===== src/rtl/pext_pkg.sv =====
package pext_pkg;

  typedef enum logic [1:0] {
    ST_IDLE = 2'd0,
    ST_RUN  = 2'd1,
    ST_HOLD = 2'd2
  } pext_state_e;

endpackage


===== src/rtl/pext_suffix.sv =====
// Prefix-XOR inside one lane: bit i is the XOR of bits i..0.
// Built as a log-depth doubling network.
module pext_suffix #(
  parameter int NB = 32
) (
  input  logic [NB-1:0] s_in,
  output logic [NB-1:0] p_out
);
  localparam int LVL = $clog2(NB);

  logic [NB-1:0] stage [LVL+1];

  assign stage[0] = s_in;

  for (genvar j = 0; j < LVL; j++) begin : g_lvl
    assign stage[j+1] = stage[j] ^ (stage[j] << (1 << j));
  end

  assign p_out = stage[LVL];
endmodule


===== src/rtl/pext_lane_step.sv =====
// One packing iteration for one lane; the group size is 2**k.
module pext_lane_step #(
  parameter int NB = 32,
  parameter int KW = 3
) (
  input  logic [KW-1:0] k,
  input  logic [NB-1:0] msk_in,
  input  logic [NB-1:0] res_in,
  input  logic [NB-1:0] str_in,
  output logic [NB-1:0] msk_out,
  output logic [NB-1:0] res_out,
  output logic [NB-1:0] str_out
);
  logic [NB-1:0] odd_grp;
  logic [NB-1:0] mov_m;
  logic [NB-1:0] mov_r;
  int unsigned   gsz;

  pext_suffix #(.NB(NB)) u_sfx (
    .s_in (str_in),
    .p_out(odd_grp)
  );

  always_comb begin
    gsz     = 32'd1 << k;
    mov_m   = msk_in & odd_grp;
    mov_r   = res_in & mov_m;
    msk_out = (msk_in ^ mov_m) | (mov_m >> gsz);
    res_out = (res_in ^ mov_r) | (mov_r >> gsz);
    str_out = str_in & ~odd_grp;
  end
endmodule


===== src/rtl/pext_ctrl.sv =====
module pext_ctrl
  import pext_pkg::*;
#(
  parameter int STEPS = 5,
  parameter int KW    = 3
) (
  input  logic          clk,
  input  logic          rst_n,
  input  logic          in_valid,
  input  logic          out_ready,
  output logic          in_ready,
  output logic          out_valid,
  output logic          load,
  output logic          adv,
  output logic [KW-1:0] k
);
  localparam logic [KW-1:0] K_LAST = KW'(STEPS - 1);

  pext_state_e state;

  assign in_ready  = (state == ST_IDLE);
  assign out_valid = (state == ST_HOLD);
  assign load      = in_valid && (state == ST_IDLE);
  assign adv       = (state == ST_RUN);

  always_ff @(posedge clk or negedge rst_n) begin
    if (!rst_n) begin
      state <= ST_IDLE;
      k     <= '0;
    end else begin
      case (state)
        ST_IDLE: if (in_valid) begin
          state <= ST_RUN;
          k     <= '0;
        end
        ST_RUN: begin
          if (k == K_LAST) state <= ST_HOLD;
          else             k     <= k + KW'(1);
        end
        ST_HOLD: if (out_ready) state <= ST_IDLE;
        default: state <= ST_IDLE;
      endcase
    end
  end
endmodule


===== src/rtl/pext_lanes.sv =====
module pext_lanes #(
  parameter int NB = 32,
  parameter int W  = 64
) (
  input  logic         clk,
  input  logic         rst_n,
  input  logic         in_valid,
  output logic         in_ready,
  input  logic [W-1:0] in_data,
  input  logic [W-1:0] in_mask,
  output logic         out_valid,
  input  logic         out_ready,
  output logic [W-1:0] out_data
);
  localparam int LANES = W / NB;
  localparam int STEPS = $clog2(NB);
  localparam int KW    = (STEPS > 1) ? $clog2(STEPS) : 1;

  logic          load;
  logic          adv;
  logic [KW-1:0] k;

  logic [W-1:0] msk_q, res_q, str_q;
  logic [W-1:0] msk_nx, res_nx, str_nx;
  logic [W-1:0] str_init;

  pext_ctrl #(.STEPS(STEPS), .KW(KW)) u_ctrl (
    .clk      (clk),
    .rst_n    (rst_n),
    .in_valid (in_valid),
    .out_ready(out_ready),
    .in_ready (in_ready),
    .out_valid(out_valid),
    .load     (load),
    .adv      (adv),
    .k        (k)
  );

  for (genvar l = 0; l < LANES; l++) begin : g_lane
    // steering: inverted mask moved up one place, 0 entering at lane bit 0
    assign str_init[l*NB +: NB] = {~in_mask[l*NB +: NB-1], 1'b0};

    pext_lane_step #(.NB(NB), .KW(KW)) u_step (
      .k      (k),
      .msk_in (msk_q[l*NB +: NB]),
      .res_in (res_q[l*NB +: NB]),
      .str_in (str_q[l*NB +: NB]),
      .msk_out(msk_nx[l*NB +: NB]),
      .res_out(res_nx[l*NB +: NB]),
      .str_out(str_nx[l*NB +: NB])
    );
  end

  always_ff @(posedge clk or negedge rst_n) begin
    if (!rst_n) begin
      msk_q <= '0;
      res_q <= '0;
      str_q <= '0;
    end else if (load) begin
      msk_q <= in_mask;
      res_q <= in_data & in_mask;
      str_q <= str_init;
    end else if (adv) begin
      msk_q <= msk_nx;
      res_q <= res_nx;
      str_q <= str_nx;
    end
  end

  assign out_data = res_q;
endmodule


===== config.mk =====
export PLATFORM = sky130hd
export DESIGN_NAME = pext_lanes
export DESIGN_NICKNAME = d
export VERILOG_FILES = /design/src/rtl/pext_pkg.sv /design/src/rtl/pext_suffix.sv /design/src/rtl/pext_lane_step.sv /design/src/rtl/pext_ctrl.sv /design/src/rtl/pext_lanes.sv
export SDC_FILE = /design/constraint.sdc
export NUM_CORES = 1
export LEC_CHECK = 0
export BUFFER_PORTS_ARGS = -buffer_cell sky130_fd_sc_hd__buf_4
export CAP_MARGIN = 20
export CORE_MARGIN = 1.5
export CORE_UTILIZATION = 35
export CTS_BUF_LIST = sky130_fd_sc_hd__clkbuf_8
export CTS_CLUSTER_DIAMETER = 30
export CTS_CLUSTER_SIZE = 30
export DETAILED_ROUTE_END_ITERATION = 7
export PLACE_DENSITY = 0.57
export SYNTH_ARGS = -nofsm -noshare
export SYNTH_HDL_FRONTEND = slang
export SYNTH_SLANG_ARGS = --single-unit

===== constraint.sdc =====
create_clock -name clk -period 4.3 [get_ports clk]
set_input_delay 0 -clock clk [delete_from_list [all_inputs] [get_ports clk]]
set_output_delay 0 -clock clk [all_outputs]
set_load 0.02 [all_outputs]

==> results.json <==
{
  "setup.worst_path.end": "msk_q[16]$_DFFE_PN0P_",
  "cp_cell_sequence": "xnor3_2 -> xnor3_2 -> xnor2_4 -> xnor3_1 -> a32oi_4 -> nor2_1 -> a21oi_1 -> mux2i_1 -> a22oi_1 -> o211ai_1",
  "clk_latency_ns": 0.62,
  "clkTransAtPathRegs_ns": 0.14,
  "core_area_um2": 52900,
  "cap_violations": 0,
  "drtIter0Drc": 3033,
  "drt-total-wl_um": 120000,
  "tritoncts": "yes",
  "slew_viol_final": 0,
  "cts.htree.levels": 4,
  "final_util_pct": 47.1,
  "wl_per_cell_um": 33.5,
  "io_pins": 198,
  "synth.distinct_cells": 89,
  "synth_top_family_by_area": "compound AO/OA/AOI/OAI gates",
  "rr_startpoint": "str_q[1]$_DFFE_PN0P_",
  "syn_nets": 2542,
  "synthXorXnorAreaFrac_pct": 13.9,
  "rsz0062_at_grt": "false",
  "drc": 0,
  "postSynthCellCount": 2402,
  "antenna_found_initial": 3,
  "hold_start": "in_data[21]",
  "postRouteAntennaNets": 0,
  "fp.dieW_um": 235,
  "r2r_setup_slack_ns": 0.04,
  "fin_ws_ns": 0.0384,
  "hold-worst-slack_ns": -0.00202,
  "critPathBufInv": 0,
  "grtUsageTotal_pct": 42.6,
  "post-dp-hpwl_um": 89400,
  "path_max_fanout": 4,
  "fp.dieH_um": 235,
  "root_buffer": "clkbuf_8",
  "relSlewSlack_pct": 16.0,
  "fin_nets": 3014,
  "ys_top_cells_by_area": "dfrtp_1 (26%), nand2_1 (5.6%), xnor3_1 (5.4%)",
  "synth-compound-area-share_pct": 31.5,
  "yosys_warnings": 0,
  "dieArea_um2": 55200,
  "drt-pass1-iter-count": 8,
  "r2r-end": "msk_q[16]$_DFFE_PN0P_",
  "crit_type": "flip-flop to flip-flop",
  "cp.depth": 10,
  "end_kind": "flip-flop",
  "required_ns": 4.77,
  "synth_edf_count": 0,
  "r2r_cells": 10,
  "drive_above_1_share_pct": 22.6,
  "run_status": "finished, violations left",
  "period_needed_ns": 4.26,
  "area_delta_synth_final_pct": 32.1,
  "cpLargestDelayFamily": "XOR/XNOR gates",
  "setup_viol": 0,
  "initial_core_util_pct": 35.6,
  "port_buffers": 197,
  "async_flop_share_pct": 100,
  "clockBufferDepth": 2,
  "arrival_ns": 4.74,
  "fmax_ghz": 0.235,
  "violations": "negative hold slack",
  "fin_skew_ns": 0.0246,
  "critPathLaunchType": "flip-flop",
  "tightest_slew_ns": 1.26,
  "slowest_delay_ns": 0.58,
  "synth-simple-area-share_pct": 20.3,
  "ys.flop_type": "dfrtp_1",
  "synthMuxAreaShare_pct": 3.39,
  "hold_viol": 1,
  "rows": 84,
  "period_share_pct": 99.1,
  "yosysMostFrequentCell": "nand2_1",
  "cp-startpoint": "str_q[1]$_DFFE_PN0P_",
  "syn_area_um2": 18800,
  "ys_seq_area_share_pct": 25.6,
  "slowest_stage": "xnor3_1",
  "post-place-ws_ns": -0.271,
  "post_synth.cell_area_avg_um2": 7.85,
  "worstHoldPathType": "input pin to flip-flop",
  "grt_start_max_net_pins": 98,
  "vias": 23900,
  "crit_top_cell": "xnor3_2",
  "viasPerCell": 6.68,
  "gr-total-overflow": 0,
  "synthTopCellsByCount": "nand2_1 (281), nor2_1 (200), a21oi_1 (195), dfrtp_1 (193), o21ai_0 (176)",
  "cts_sinks": 193,
  "grt_pass1_wl_um": 171000,
  "routabilityCongestion": 1.07,
  "ys_ff_latch": 193,
  "synthAdderAreaFrac_pct": 0.531,
  "grt_pass1_vias": 23300,
  "synth_top_area_share_pct": 25.6,
  "synth_largest_area_cell": "dfrtp_1",
  "cts_made_buffers": 17
}
## how the worst min path moves through the flow
stage	depth (start not counted)	slack (ns)	end
after floorplan	0	-0.30	msk_q[10]$_DFFE_PN0P_
after global placement	1	-0.01	out_data[23]$_DFFE_PN0P_
after detailed placement	1	-0.01	out_data[23]$_DFFE_PN0P_
after CTS	5	0.01	out_data[21]$_DFFE_PN0P_
after global routing	5	0.04	out_data[21]$_DFFE_PN0P_
final	5	-0.002	out_data[21]$_DFFE_PN0P_
## flip-flops by register name, indices dropped and copies added (netlist names)
name	count
msk_q	62
u_ctrl.k	3
str_q	62
u_ctrl.state	2
out_data	64
## layer usage
metal / part of all wire, % / global-route usage (%)
met5: 0.020 / 0
met4: 8.1 / 30.3
met3: 9.0 / 7.66
met2: 44 / 66.2
met1: 39 / 53.5
## cell families after synthesis
family	after synthesis
buffers and inverters	233
flip-flops	193
AND/OR/NAND/NOR	846
adder cells (fa/ha/maj)	8
AO/OA/AOI/OAI	894
XOR/XNOR	172
multiplexers	56
## repair_timing
action / 4_1_cts / 5_1_grt
hold endpoints to repair: 330 / 0
hold buffers: 139 / 0
endpoints found under the setup margin: 17 / 15
gates resized for setup: 5 / 12
buffers inserted: 0 / 0
## placed cells by master (no fill, tap or decap), types with 35 or more instances in the layout
cell,n
a211oi_1,45
buf_4,498
dlygate4sd3_1,138
nor2_1,195
xnor2_1,69
dfrtp_1,193
a21oi_1,192
nand2_1,278
xnor3_1,45
a22oi_1,35
o22ai_1,79
o211ai_1,51
a221oi_1,50
nand4_1,56
nand3_1,160
mux2i_1,38
a31oi_1,51
o21ai_0,174
nor3_1,64
## final cells by class
cell class | instances | area (µm²)
Antenna cell | 1 | 2.50
Clock buffer | 17 | 234
Clock inverter | 14 | 125
Fill cell | 5290 | 28000
Inverter | 36 | 135
Multi-Input combinational cell | 1976 | 13300
Sequential cell | 193 | 4830
Tap cell | 688 | 861
Timing Repair Buffer | 650 | 5400
## worst reg2reg max path, cell delays in order, from the launching register on
cell,delay [ns]
dfrtp_1,0.44
xnor3_2,0.50
xnor3_2,0.56
xnor2_4,0.38
xnor3_1,0.59
a32oi_4,0.41
nor2_1,0.07
a21oi_1,0.34
mux2i_1,0.34
a22oi_1,0.36
o211ai_1,0.13
## through the flow
step	instance area [µm²]	setup TNS (ns)	cells
final	24900	0	3575
after global routing	24900	0	3575
after CTS	24800	0	3574
after detailed placement	23000	-0.722	3404
after global placement	23000	-1.28	3404
after floorplan	18800	0	2402
Power is not shown: default switching activity piles up to over one toggle a cycle in this logic, so the estimate is an artifact.
